[src/rtl/chseq_pkg.sv]
package chseq_pkg;
  typedef enum logic [1:0] {
    MODE_SINGLE = 2'd0,
    MODE_AUTO   = 2'd1,
    MODE_HOST   = 2'd2,
    MODE_SIMUL  = 2'd3
  } seq_mode_e;

  localparam int WORD_W = 16;
endpackage

[src/rtl/chseq_rst_sync.sv]
module chseq_rst_sync (
  input  logic clk,
  input  logic rst_n,
  output logic rst_n_sync
);
  logic [1:0] sync_q;

  always_ff @(posedge clk or negedge rst_n) begin
    if (!rst_n) sync_q <= 2'b00;
    else        sync_q <= {sync_q[0], 1'b1};
  end

  assign rst_n_sync = sync_q[1];
endmodule

[src/rtl/chseq_addr_gen.sv]
module chseq_addr_gen
  import chseq_pkg::*;
#(
  parameter int CHW = 3
) (
  input  logic           clk,
  input  logic           rst_n,
  input  logic           acq_en,
  input  seq_mode_e      mode,
  input  logic [CHW-1:0] fixed_chan,
  input  logic [CHW-1:0] host_chan,
  input  logic [CHW-1:0] top_chan,
  input  logic           step,
  output logic [CHW-1:0] chan_addr
);
  logic [CHW-1:0] ptr_q, ptr_d;

  // next pointer: wrap once the top channel has been used
  always_comb begin
    ptr_d = ptr_q;
    if (!acq_en)
      ptr_d = '0;
    else if (step && mode == MODE_AUTO)
      ptr_d = (ptr_q >= top_chan) ? '0 : ptr_q + 1'b1;
  end

  always_ff @(posedge clk or negedge rst_n) begin
    if (!rst_n) ptr_q <= '0;
    else        ptr_q <= ptr_d;
  end

  always_comb begin
    unique case (mode)
      MODE_SINGLE: chan_addr = fixed_chan;
      MODE_AUTO:   chan_addr = ptr_q;
      MODE_HOST:   chan_addr = host_chan;
      default:     chan_addr = '0;
    endcase
  end
endmodule

[src/rtl/chseq_fmt.sv]
module chseq_fmt
  import chseq_pkg::*;
#(
  parameter int ADC_BITS = 12
) (
  input  logic [ADC_BITS-1:0] raw,
  input  logic                bipolar,
  output logic [WORD_W-1:0]   word
);
  generate
    if (ADC_BITS < WORD_W) begin : g_ext
      localparam int EXT_W = WORD_W - ADC_BITS;
      logic [EXT_W-1:0] ext;
      assign ext  = bipolar ? {EXT_W{raw[ADC_BITS-1]}} : '0;
      assign word = {ext, raw};
    end else begin : g_full
      logic unused_coding;
      assign unused_coding = bipolar;
      assign word = raw[WORD_W-1:0];
    end
  endgenerate
endmodule

[src/rtl/chseq_emit.sv]
module chseq_emit #(
  parameter int NUM_CONV    = 4,
  parameter int ADC_BITS    = 12,
  parameter int CHW         = 3,
  parameter int DISCARD_STB = 4
) (
  input  logic                         clk,
  input  logic                         rst_n,
  input  logic                         acq_en,
  input  logic                         simul,
  input  logic                         discard_en,
  input  logic                         accept,
  input  logic [NUM_CONV*ADC_BITS-1:0] smp_raw,
  input  logic [CHW-1:0]               chan_addr,
  input  logic                         fifo_full,
  output logic                         emit,
  output logic [ADC_BITS-1:0]          lane,
  output logic [CHW-1:0]               tag,
  output logic                         overrun
);
  localparam int IDXW  = (NUM_CONV > 1) ? $clog2(NUM_CONV) : 1;
  localparam int DCW   = $clog2(DISCARD_STB + 1);
  localparam int RAW_W = NUM_CONV * ADC_BITS;
  localparam logic [IDXW-1:0] LAST_LANE = IDXW'(NUM_CONV - 1);
  localparam logic [DCW-1:0]  DISC_LIM  = DCW'(DISCARD_STB);

  logic            busy_q, busy_d;
  logic [IDXW-1:0] idx_q, idx_d;
  logic [IDXW-1:0] lim_q;
  logic            sim_q;
  logic [CHW-1:0]  tag_q;
  logic [RAW_W-1:0] hold_q;
  logic [DCW-1:0]  disc_q, disc_d;
  logic            ovr_q, ovr_d;
  logic            dropping, load;

  assign dropping = discard_en && (disc_q < DISC_LIM);
  assign load     = acq_en && accept && !dropping;

  always_comb begin
    busy_d = busy_q;
    idx_d  = idx_q;
    disc_d = disc_q;
    ovr_d  = ovr_q;
    if (!acq_en) begin
      busy_d = 1'b0;
      idx_d  = '0;
      disc_d = '0;
      ovr_d  = 1'b0;
    end else begin
      if (busy_q && fifo_full) ovr_d = 1'b1;
      if (busy_q) begin
        if (idx_q == lim_q) busy_d = 1'b0;
        else                idx_d  = idx_q + 1'b1;
      end
      if (accept && dropping) disc_d = disc_q + 1'b1;
      if (load) begin
        busy_d = 1'b1;
        idx_d  = '0;
      end
    end
  end

  always_ff @(posedge clk or negedge rst_n) begin
    if (!rst_n) begin
      busy_q <= 1'b0;
      idx_q  <= '0;
      disc_q <= '0;
      ovr_q  <= 1'b0;
    end else begin
      busy_q <= busy_d;
      idx_q  <= idx_d;
      disc_q <= disc_d;
      ovr_q  <= ovr_d;
    end
  end

  // burst descriptor, loaded only on an accepted strobe
  always_ff @(posedge clk or negedge rst_n) begin
    if (!rst_n) begin
      lim_q <= '0;
      sim_q <= 1'b0;
      tag_q <= '0;
    end else if (load) begin
      lim_q <= simul ? LAST_LANE : '0;
      sim_q <= simul;
      tag_q <= chan_addr;
    end
  end

  always_ff @(posedge clk) begin
    if (load) hold_q <= smp_raw;
  end

  assign emit    = busy_q;
  assign lane    = hold_q[int'(idx_q)*ADC_BITS +: ADC_BITS];
  assign tag     = sim_q ? CHW'(idx_q) : tag_q;
  assign overrun = ovr_q;
endmodule

[src/rtl/chseq_top.sv]
module chseq_top
  import chseq_pkg::*;
#(
  parameter int NUM_CHAN    = 8,
  parameter int NUM_CONV    = 4,
  parameter int ADC_BITS    = 12,
  parameter int DISCARD_STB = 4,
  localparam int CHW        = (NUM_CHAN > 1) ? $clog2(NUM_CHAN) : 1,
  localparam int RAW_W      = NUM_CONV * ADC_BITS
) (
  input  logic              clk,
  input  logic              rst_n,
  input  logic              acq_en,
  input  logic [1:0]        mode_sel,
  input  logic [CHW-1:0]    fixed_chan,
  input  logic [CHW-1:0]    host_chan,
  input  logic [CHW-1:0]    top_chan,
  input  logic              bipolar,
  input  logic              discard_en,
  input  logic              smp_stb,
  input  logic [RAW_W-1:0]  smp_raw,
  input  logic              fifo_full,
  output logic [CHW-1:0]    chan_addr,
  output logic              wr_en,
  output logic [WORD_W-1:0] wr_data,
  output logic [CHW-1:0]    wr_chan,
  output logic              overrun
);
  seq_mode_e           mode;
  logic                rst_n_int;
  logic                step;
  logic                emit;
  logic [ADC_BITS-1:0] lane;

  assign mode = seq_mode_e'(mode_sel);
  assign step = acq_en && smp_stb;

  chseq_rst_sync u_rst (
    .clk        (clk),
    .rst_n      (rst_n),
    .rst_n_sync (rst_n_int)
  );

  chseq_addr_gen #(.CHW(CHW)) u_addr (
    .clk        (clk),
    .rst_n      (rst_n_int),
    .acq_en     (acq_en),
    .mode       (mode),
    .fixed_chan (fixed_chan),
    .host_chan  (host_chan),
    .top_chan   (top_chan),
    .step       (step),
    .chan_addr  (chan_addr)
  );

  chseq_emit #(
    .NUM_CONV    (NUM_CONV),
    .ADC_BITS    (ADC_BITS),
    .CHW         (CHW),
    .DISCARD_STB (DISCARD_STB)
  ) u_emit (
    .clk        (clk),
    .rst_n      (rst_n_int),
    .acq_en     (acq_en),
    .simul      (mode == MODE_SIMUL),
    .discard_en (discard_en),
    .accept     (step),
    .smp_raw    (smp_raw),
    .chan_addr  (chan_addr),
    .fifo_full  (fifo_full),
    .emit       (emit),
    .lane       (lane),
    .tag        (wr_chan),
    .overrun    (overrun)
  );

  chseq_fmt #(.ADC_BITS(ADC_BITS)) u_fmt (
    .raw     (lane),
    .bipolar (bipolar),
    .word    (wr_data)
  );

  assign wr_en = emit && !fifo_full;
endmodule

[config.mk]
export PLATFORM = sky130hd
export DESIGN_NAME = chseq_top
export DESIGN_NICKNAME = d
export VERILOG_FILES = /design/src/rtl/chseq_pkg.sv /design/src/rtl/chseq_rst_sync.sv /design/src/rtl/chseq_addr_gen.sv /design/src/rtl/chseq_fmt.sv /design/src/rtl/chseq_emit.sv /design/src/rtl/chseq_top.sv
export SDC_FILE = /design/constraint.sdc
export NUM_CORES = 1
export LEC_CHECK = 0
export CAP_MARGIN = 20
export CORE_MARGIN = 1
export CORE_UTILIZATION = 35
export CTS_CLUSTER_DIAMETER = 120
export DETAILED_ROUTE_END_ITERATION = 12
export DONT_BUFFER_PORTS = 1
export SYNTH_ARGS = -nofsm -noshare
export SYNTH_HDL_FRONTEND = slang
export SYNTH_SLANG_ARGS = --single-unit
[constraint.sdc]
create_clock -name clk -period 2.3 [get_ports clk]
set_clock_uncertainty 0.15 [all_clocks]
set_input_delay 0.115 -clock clk [delete_from_list [all_inputs] [get_ports clk]]
set_output_delay 0.115 -clock clk [all_outputs]
set_load 0.01 [all_outputs]
==> flow_summary_export.csv, run 1 <==
group,metric,value,unit
status,run_status,"completed",
cts,clk_pin_slew_worst_paths,70,ps
route,ratio_of_routed_vias_to_standard_cells,4.91,
power,leakagePower,1.30,nW
cts,insertion_delay,320,ps
synth,nets_in_the_synthesized_netlist,227,
synth,synth_edf_count,48,
setup_path,worstSetupStartpoint,"u_emit.idx_q[0]",
floorplan,start_util,36.8,%
synth,netlist_instances,156,
cts,cts_tree,"yes",
floorplan,fp.dieH,90.0,um
final_layout,n_antenna_cell,0,
run,cap_viol_max_count,0,
setup_path,crit_family,"multiplexers",
place,dp_hpwl,3580,um
cts,clock_path_buffers,2,
cts,cts-root-buf,"clkbuf_8",
timing,finalSetupViolCount,0,
global_routing,number_of_antenna_violations_at_the_first_check_in_global_routing,0,
global_routing,grt_use_total,14.8,%
worst_hold_path,hp-start,"smp_stb",
floorplan,dieArea,8100,um^2
synth,synth.cell_area,2710,um^2
setup_path,crit_path_max_fanout,18,
timing,worst_slew_pin_slew,571,ps
setup_path,critical_path_buf_inv_count,1,
synth,synthArstFlopShare,25.0,%
synth,post_synth.cell_area_avg,17.4,um^2
synth,synth_seq_cells,64,
setup_path,cpMaxStageDelayCell,"mux4_1",
route,drt_pass1_iterations,4,
setup_path,worstSetupEndpointType,"primary output",
route,drt-total-wl,5510,um
synth,ys_seq_area_share,68.0,%
final_layout,fraction_of_layout_instances_using_a_drive_strength_above_1,12.7,%
setup_path,cp_slowest_stage_delay,690,ps
floorplan,width_of_the_die,90.0,um
setup_path,critical_path_class,"flip-flop to primary output",
synth,synth_top_cell_by_area,"edfxtp_1",
timing,slew_headroom,61.9,%
route,initialDrtViolationCount,76,
place,gp_routability_congestion,0.782,
power,post-layout-total-power,0.00242,W
setup_path,critical_path.startpoint_type,"flip-flop",
timing,slew_viol_final,0,
synth,synth_ff_type,"edfxtp_1",
floorplan,placementRows,31,
synth,ys.warnings.count,0,
synth,synth.top_cells.by_area,"edfxtp_1 (53%), dfrtp_1 (15%), mux4_2 (5.8%)",
route,drc,0,
place,port-buffer-count,0,
synth,netlist-cell-type-count,34,
global_routing,grt_first_pass_wirelength,9030,um
final_layout,finalNetCount,289,
route,post_drt_wl_per_cell,17.2,um
setup_path,worstPathArrival,1690,ps
setup_path,timing.rr.start,"u_addr.ptr_q[2]",
floorplan,core_region_area,7370,um^2
route,routed-via-count,1572,
worst_hold_path,min-delay-path-class,"input port to flip-flop",
timing,fmax,0.512,GHz
timing,setup_repair_after_global_routing_missed_its_margin,"false",
synth,synth_top_area_share,53.2,%
synth,synth_most_common_cell,"edfxtp_1",
setup_path,path_cells,"buf_4, mux4_1",
global_routing,grt_start_max_net_pins,49,
cts,cts_htree_levels,3,
final_layout,synthToLayoutAreaGrowth,30.9,%
synth,ys_top_cells_by_count,"edfxtp_1 (48), dfrtp_1 (16), nor2b_1 (8), inv_1 (7), mux4_2 (7)",
setup_path,worst-endpoint-required,2040,ps
timing,report.final.hold_viol_count,0,
timing,min_period,1950,ps
global_routing,global_route.overflow_total,0,
cts,post_cts_buffers,0,
timing,setup_total_neg_slack,0,ps
global_routing,first_global_vias,1771,
power,total_power_per_unit_cell_area,682,nW/um^2
final_layout,num-fill-cells,657,
timing,post_route_clock_period_utilization,85.0,%
floorplan,design.portCount,90,
power,max-vdd-ir-drop,0.381,mV
cts,number_of_buffers_created_by_cts,9,
cts,cts_sinks,64,
route,ant_nets,0,
[metal layers]
layer	global-route usage [%]	up-vias	wire, um
met4	7.39	0	81
met3	3.64	6	208
met1	17.2	783	2160
met5	0	-	0
met2	25.5	47	3060
li1	-	736	-
[repair_timing]
item                                    in CTS  in global routing
endpoints found under the setup margin       0                 48
gates resized for setup                      0                  2
hold buffers                                58                  0
hold endpoints to repair                    64                  0
[path summary, 6_finish.rpt]
path,end,slack [ps],cells past startpoint
setup / recovery,wr_data[4],350,2
hold / removal,u_emit.disc_q[0],10,3
setup reg to reg,u_addr.ptr_q[2],620,4
hold reg to reg,u_emit.lim_q[0],80,0
max in group asynchronous,u_rst.sync_q[1],1480,2
min in group asynchronous,u_emit.lim_q[0],80,0
[power by group]
part	switching, W	internal (W)	total [W]	leakage (nW)
clock	0.000392	0.000485	0.000877	0.0896
combinational	0.0000858	0.000117	0.000203	0.560
sequential	0.0000315	0.00131	0.00134	0.654
[cells in the final DEF, fill, tap and decap left out, types with 2 or more instances in the layout]
master / netlist / routed
dlygate4sd3_1: 0 / 58
edfxtp_1: 48 / 48
dfrtp_1: 16 / 16
clkbuf_8: 0 / 9
nor2b_1: 8 / 8
mux4_2: 7 / 7
inv_1: 7 / 6
nand2_1: 5 / 5
mux2i_1: 5 / 5
mux4_1: 5 / 5
ha_1: 5 / 5
mux2_2: 4 / 4
nand3_1: 4 / 4
o2bb2ai_1: 3 / 3
a21boi_0: 3 / 3
a21oi_1: 3 / 3
o211ai_1: 3 / 3
buf_4: 3 / 3
o21ai_0: 2 / 2
and2_1: 2 / 2
nand3b_1: 2 / 2
and3b_1: 2 / 2
a31oi_1: 2 / 2
[flip-flops by register name (all words and copies together) (netlist names)]
register	count
u_addr.ptr_q	3
u_emit.disc_q	3
u_emit.emit	1
u_emit.hold_q	48
u_emit.idx_q	2
u_emit.lim_q	1
u_emit.overrun	1
u_emit.tag_q	3
u_rst.sync_q	2
[metrics by stage]
stage	instances	hold slack (ps)	utilization, %	instance area, um^2	setup slack, ps
2_1_floorplan	156	-331	-	2710	239
3_3_place_gp	248	-331	37.8	2790	498
3_5_place_dp	248	-331	37.8	2790	402
4_1_cts	320	1.87	48.1	3540	124
5_1_grt	320	16.8	48.1	3550	191
6_report	320	13.8	48.1	3550	346
[worst register-to-register path, delay by kind of cell, from the launching register on]
family | cells | cell delay (ps)
DFF | 1 | 430
adders and majority gates | 1 | 310
AOI/OAI and AO/OA | 3 | 690
[logic make-up after synthesis]
logic type | Yosys count | share of synthesized area (%)
flip-flops | 64 | 68.0
adder cells (fa/ha/maj) | 5 | 2.31
AO/OA/AOI/OAI | 20 | 5.50
other | 1 | 0.138
XOR/XNOR | 1 | 0.323
buffers and inverters | 17 | 3.46
AND/OR/NAND/NOR | 27 | 6.10
multiplexers | 21 | 14.2
[cell type report]
cell class,count,area [um^2],share of cell area [%]
Clock buffer,10,128,3.60
Clock inverter,4,47.5,1.34
Inverter,7,28.8,0.812
Multi-Input combinational cell,75,773,21.8
Sequential cell,64,1840,51.9
Tap cell,99,124,3.49
Timing Repair Buffer,61,603,17.0
(Power assumes the default switching activity.)
==> run 2: changes to the inputs <==
==> constraint.sdc (replaced) <==
create_clock -name clk -period 1.7 [get_ports clk]
set_clock_uncertainty 0.15 [all_clocks]
set_input_delay 0.085 -clock clk [delete_from_list [all_inputs] [get_ports clk]]
set_output_delay 0.085 -clock clk [all_outputs]
set_load 0.01 [all_outputs]
==> flow_summary_export.csv, run 2 (synthesis gave the netlist of run 1 again) <==
group,metric,value,unit
final_layout,layout.cells.most_common,"dlygate4sd3_1",
final_layout,n_antenna_cell,0,
floorplan,fp.dieH,90.0,um
worst_hold_path,hp-start,"mode_sel[0]",
floorplan,placementRows,31,
setup_path,crit_path_max_fanout,4,
worst_hold_path,min-delay-path-class,"input port to flip-flop",
setup_path,worst-endpoint-required,1460,ps
power,total_power_per_unit_cell_area,967,nW/um^2
timing,finalSetupViolCount,6,
timing,setup_repair_after_global_routing_missed_its_margin,"true",
timing,fmax,0.586,GHz
place,dp_hpwl,3740,um
cts,cts_htree_levels,3,
global_routing,number_of_antenna_violations_at_the_first_check_in_global_routing,0,
final_layout,largest_register_ffs,48,
global_routing,use_met2,26.3,%
timing,final.hold.worst_slack,38.9,ps
route,drt_pass1_iterations,4,
power,leakagePower,1.32,nW
final_layout,num-fill-cells,635,
final_layout,layout_common_cells,"dlygate4sd3_1 (57), edfxtp_1 (48), dfrtp_1 (14)",
global_routing,first_global_vias,1744,
setup_path,worstPathArrival,1470,ps
place,port-buffer-count,0,
global_routing,global_route.overflow_total,0,
setup_path,worstSetupEndpointType,"primary output",
floorplan,dieArea,8100,um^2
cts,clock_path_buffers,2,
worst_hold_path,min_delay_endpoint,"u_emit.tag_q[2]",
setup_path,r2r_end,"u_emit.emit",
floorplan,start_util,36.8,%
setup_path,rrSetupSlack,150,ps
route,routed-via-count,1591,
final_layout,registers.top_by_ff_count,"u_emit.hold_q",
run,cap_viol_max_count,0,
timing,worst_slew_pin_slew,614,ps
floorplan,design.portCount,90,
final_layout,synthToLayoutAreaGrowth,34.7,%
floorplan,core_region_area,7370,um^2
status,failed_checks,"negative setup slack",
final_layout,finalNetCount,292,
global_routing,grt.met3_usage,3.89,%
setup_path,critical_path_class,"flip-flop to primary output",
power,max-vdd-ir-drop,0.569,mV
setup_path,timing.reg2reg.worst_path_depth,5,
timing,min_setup_slack_post_route,-6.63,ps
global_routing,layer_with_the_highest_usage,"met2",
route,ant_nets,0,
final_layout,stdcell_count,325,
status,run_status,"finished, violations left",
route,drt-total-wl,5530,um
timing,min_period,1710,ps
route,initialDrtViolationCount,80,
cts,clk_pin_slew_worst_paths,70,ps
cts,cts-root-buf,"clkbuf_8",
global_routing,grt_use_total,15.0,%
setup_path,cpMaxStageDelayCell,"mux4_2",
cts,number_of_buffers_created_by_cts,9,
final_layout,fraction_of_layout_instances_using_a_drive_strength_above_1,19.9,%
final_layout,postLayoutCoreUtil,49.5,%
timing,post_route_clock_period_utilization,100,%
place,post-place-ws,119,ps
timing,slew_viol_final,0,
global_routing,globalRouteMet1Util,17.3,%
global_routing,grt_start_max_net_pins,49,
cts,cts_tree,"yes",
setup_path,timing.rr.start,"u_emit.idx_q[0]",
setup_path,critical_path.startpoint_type,"flip-flop",
timing,slew_headroom,59.1,%
global_routing,grt_first_pass_wirelength,9230,um
place,placedCellCount,250,
cts,insertion_delay,330,ps
timing,report.final.hold_viol_count,0,
route,post_drt_wl_per_cell,17.0,um
worst_hold_path,hold_path_depth,2,
setup_path,cp_slowest_stage_delay,520,ps
floorplan,width_of_the_die,90.0,um
route,drc,0,
cts,cts_sinks,64,
place,gp_routability_congestion,0.798,
route,ratio_of_routed_vias_to_standard_cells,4.90,
setup_path,path_cells,"mux4_2, and2_4",
timing,setup_total_neg_slack,-30.7,ps
-- run 2: changes by cell type in the layout (fill, tap and decap cells not counted), moves of 2 or more --
cell	previous run	this run
mux4_1	5	0
mux4_2	7	12
clkinvlp_4	0	3
buf_8	0	2
dfrtp_1	16	14
dfrtp_2	0	2
-- run 2: worst max path at each step --
stage / startpoint / end / slack, ps / cells after the start
final: u_emit.idx_q[0] / wr_data[13] / -7 / 2
after global placement: u_emit.idx_q[0] / wr_data[9] / 240 / 2
after global routing: u_emit.idx_q[0] / wr_data[3] / -80 / 2
after floorplan: u_emit.disc_q[2] / u_emit.hold_q[0] / -270 / 2
after CTS: u_emit.idx_q[0] / wr_data[3] / -90 / 3
after detailed placement: u_addr.ptr_q[2] / u_addr.ptr_q[1] / 120 / 4
-- run 2: routing by layer --
metal | vias up | part of all wire (%)
li1 | 733 | -
met1 | 803 | 39
met2 | 50 | 55
met3 | 5 | 4.8
met4 | 0 | 1.1
met5 | - | 0
-- run 2: cell type report --
class,instances,area [um^2],share of cell area [%]
Clock buffer,9,124,3.40
Clock inverter,7,96.3,2.64
Inverter,7,30.0,0.823
Tap cell,99,124,3.40
Timing Repair Buffer,64,654,17.9
Multi-Input combinational cell,75,776,21.3
Sequential cell,64,1840,50.5
-- run 2: critical path: cells and delay by family, from the launching register on --
family | cells | cell delay (ps)
flip-flops | 1 | 420
multiplexers | 1 | 520
AND/OR/NAND/NOR | 1 | 200
-- run 2: where the power goes --
group	internal (W)	total (W)	switching [W]
clock	0.000825	0.00142	0.000597
sequential	0.00177	0.00181	0.0000456
combinational	0.000172	0.000292	0.000120
-- run 2: stage by stage --
| step | area [um^2] | total power (W) |
|---|---|---|
| detailed placement | 2840 | 0.00202 |
| global placement | 2840 | 0.00201 |
| floorplan | 2720 | 0.00198 |
| finish | 3650 | 0.00353 |
| CTS | 3680 | 0.00358 |
| global route | 3650 | 0.00368 |
-- run 2: what timing repair did --
item,CTS,global route
endpoints found under the hold margin,64,0
hold buffers,57,0
setup buffers,3,0
pin swaps,1,0
endpoints found under the setup margin,16,19
gates cloned,1,0
resized for setup,13,5
==> run 3: changes to the inputs <==
--- a/config.mk
+++ b/config.mk
@@ -6,11 +6,14 @@
 export NUM_CORES = 1
 export LEC_CHECK = 0
 export CAP_MARGIN = 20
+export CELL_PAD_IN_SITES_DETAIL_PLACEMENT = 0
+export CELL_PAD_IN_SITES_GLOBAL_PLACEMENT = 1
 export CORE_MARGIN = 1
 export CORE_UTILIZATION = 35
 export CTS_CLUSTER_DIAMETER = 120
 export DETAILED_ROUTE_END_ITERATION = 12
 export DONT_BUFFER_PORTS = 1
+export PLACE_DENSITY_LB_ADDON = 0.1
 export SYNTH_ARGS = -nofsm -noshare
 export SYNTH_HDL_FRONTEND = slang
 export SYNTH_SLANG_ARGS = --single-unit
==> flow_summary_export.csv, run 3 (synthesis gave the netlist of run 1 again) <==
group,metric,value,unit
status,run_status,"finished, violations left",
status,failed_checks,"negative setup slack",
floorplan,core_region_area,7370,um^2
timing,finalSetupViolCount,15,
global_routing,grt_use_total,14.4,%
cts,cts-root-buf,"clkbuf_8",
final_layout,multi_input_area,769,um^2
setup_path,worstSetupEndpointType,"primary output",
setup_path,rrSetupSlack,110,ps
global_routing,grt_start_max_net_pins,29,
setup_path,critical_path_class,"flip-flop to primary output",
timing,setup_repair_after_global_routing_missed_its_margin,"true",
global_routing,global_route.overflow_total,0,
setup_path,critical_path.startpoint_type,"flip-flop",
timing,slew_headroom,59.3,%
timing,slew_viol_final,0,
floorplan,fp.dieH,90.0,um
setup_path,crit_path_max_fanout,4,
route,ant_nets,0,
global_routing,first_global_vias,1772,
floorplan,width_of_the_die,90.0,um
route,drc,0,
cts,insertion_delay,340,ps
final_layout,stdcell_count,329,
setup_path,worst-endpoint-required,1460,ps
place,port-buffer-count,0,
final_layout,finalNetCount,296,
floorplan,design.portCount,90,
floorplan,dieArea,8100,um^2
timing,min_period,1740,ps
place,placedCellCount,252,
timing,post_route_clock_period_utilization,102,%
power,total_power_per_unit_cell_area,987,nW/um^2
place,post-place-ws,156,ps
final_layout,layout.cells.most_common,"dlygate4sd3_1",
final_layout,synthToLayoutAreaGrowth,36.6,%
global_routing,grt_first_pass_wirelength,8740,um
floorplan,placementRows,31,
final_layout,n_antenna_cell,0,
timing,report.final.hold_viol_count,0,
cts,clk_pin_slew_worst_paths,70,ps
final_layout,fraction_of_layout_instances_using_a_drive_strength_above_1,20.0,%
cts,cts_htree_levels,3,
cts,cts_tree,"yes",
global_routing,number_of_antenna_violations_at_the_first_check_in_global_routing,0,
power,max-vdd-ir-drop,0.599,mV
route,drt_pass1_iterations,4,
final_layout,layout_common_cells,"dlygate4sd3_1 (57), edfxtp_1 (48), dfrtp_1 (15)",
timing,worst_slew_pin_slew,611,ps
final_layout,num-fill-cells,647,
place,dp_hpwl,3490,um
cts,cts_sinks,64,
route,routed-via-count,1601,
final_layout,postLayoutCoreUtil,50.2,%
final_layout,registers.top_by_ff_count,"u_emit.hold_q",
setup_path,worstPathArrival,1500,ps
route,initialDrtViolationCount,53,
run,cap_viol_max_count,0,
cts,number_of_buffers_created_by_cts,9,
timing,min_setup_slack_post_route,-38.5,ps
final_layout,ff_latch_area,1840,um^2
route,ratio_of_routed_vias_to_standard_cells,4.87,
route,drt-total-wl,5410,um
worst_hold_path,min-delay-path-class,"input port to flip-flop",
cts,clock_path_buffers,2,
floorplan,start_util,36.8,%
place,gp_routability_congestion,0.741,
power,leakagePower,1.36,nW
route,post_drt_wl_per_cell,16.4,um
final_layout,largest_register_ffs,48,
timing,fmax,0.575,GHz
## run 3: where the power goes
group          internal [W]  total, W  switching, W
combinational      0.000171  0.000290      0.000119
sequential          0.00177   0.00181     0.0000442
clock              0.000975   0.00155      0.000575
## run 3: area by class of cell
type	count	share of cell area, %
tap	99	3.35
multi-input combinational	75	20.8
sequential	64	49.8
clock buffer	9	3.35
clock inverter	7	3.21
inverter	7	0.811
timing repair buffer	68	18.7
## run 3: what timing repair did
action,in CTS,in global routing
hold endpoints to repair,62,0
buffers inserted,2,0
hold buffers,58,0
cloned,1,0
endpoints found under the setup margin,16,45
pin swaps,1,0
resized for setup,9,4
## run 3: final timing paths
check,depth (start not counted),endpoint,startpoint
setup / recovery,2,wr_data[13],u_emit.idx_q[0]
hold / removal,2,u_emit.tag_q[0],mode_sel[0]
setup reg to reg,4,u_emit.disc_q[2],u_emit.disc_q[0]
hold reg to reg,0,u_emit.disc_q[1],u_rst.sync_q[1]
max in group asynchronous,0,u_emit.idx_q[0],u_rst.sync_q[1]
min in group asynchronous,0,u_emit.disc_q[1],u_rst.sync_q[1]
## run 3: worst max-delay path, cell delays in order (launching register included)
cell and delay [ps]:
dfrtp_2 430, mux4_2 530, and2_4 200
## run 3: metal layers
metal	wire [um]	vias to the layer above	global-route usage [%]
met5	0	-	0
met4	110	0	7.39
met3	322	11	5.25
met2	2770	50	24.0
met1	2200	801	16.3
li1	-	739	-
## run 3: stage by stage
stage | area, um^2 | hold WS [ps] | setup TNS (ps) | total power (W)
floorplan | 2720 | -361 | -12760 | 0.00198
global placement | 2840 | -361 | 0 | 0.00201
detailed placement | 2840 | -361 | 0 | 0.00202
CTS | 3690 | 11.3 | -1190 | 0.00370
global route | 3700 | 14.5 | -1360 | 0.00380
finish | 3700 | 28.1 | -332 | 0.00365
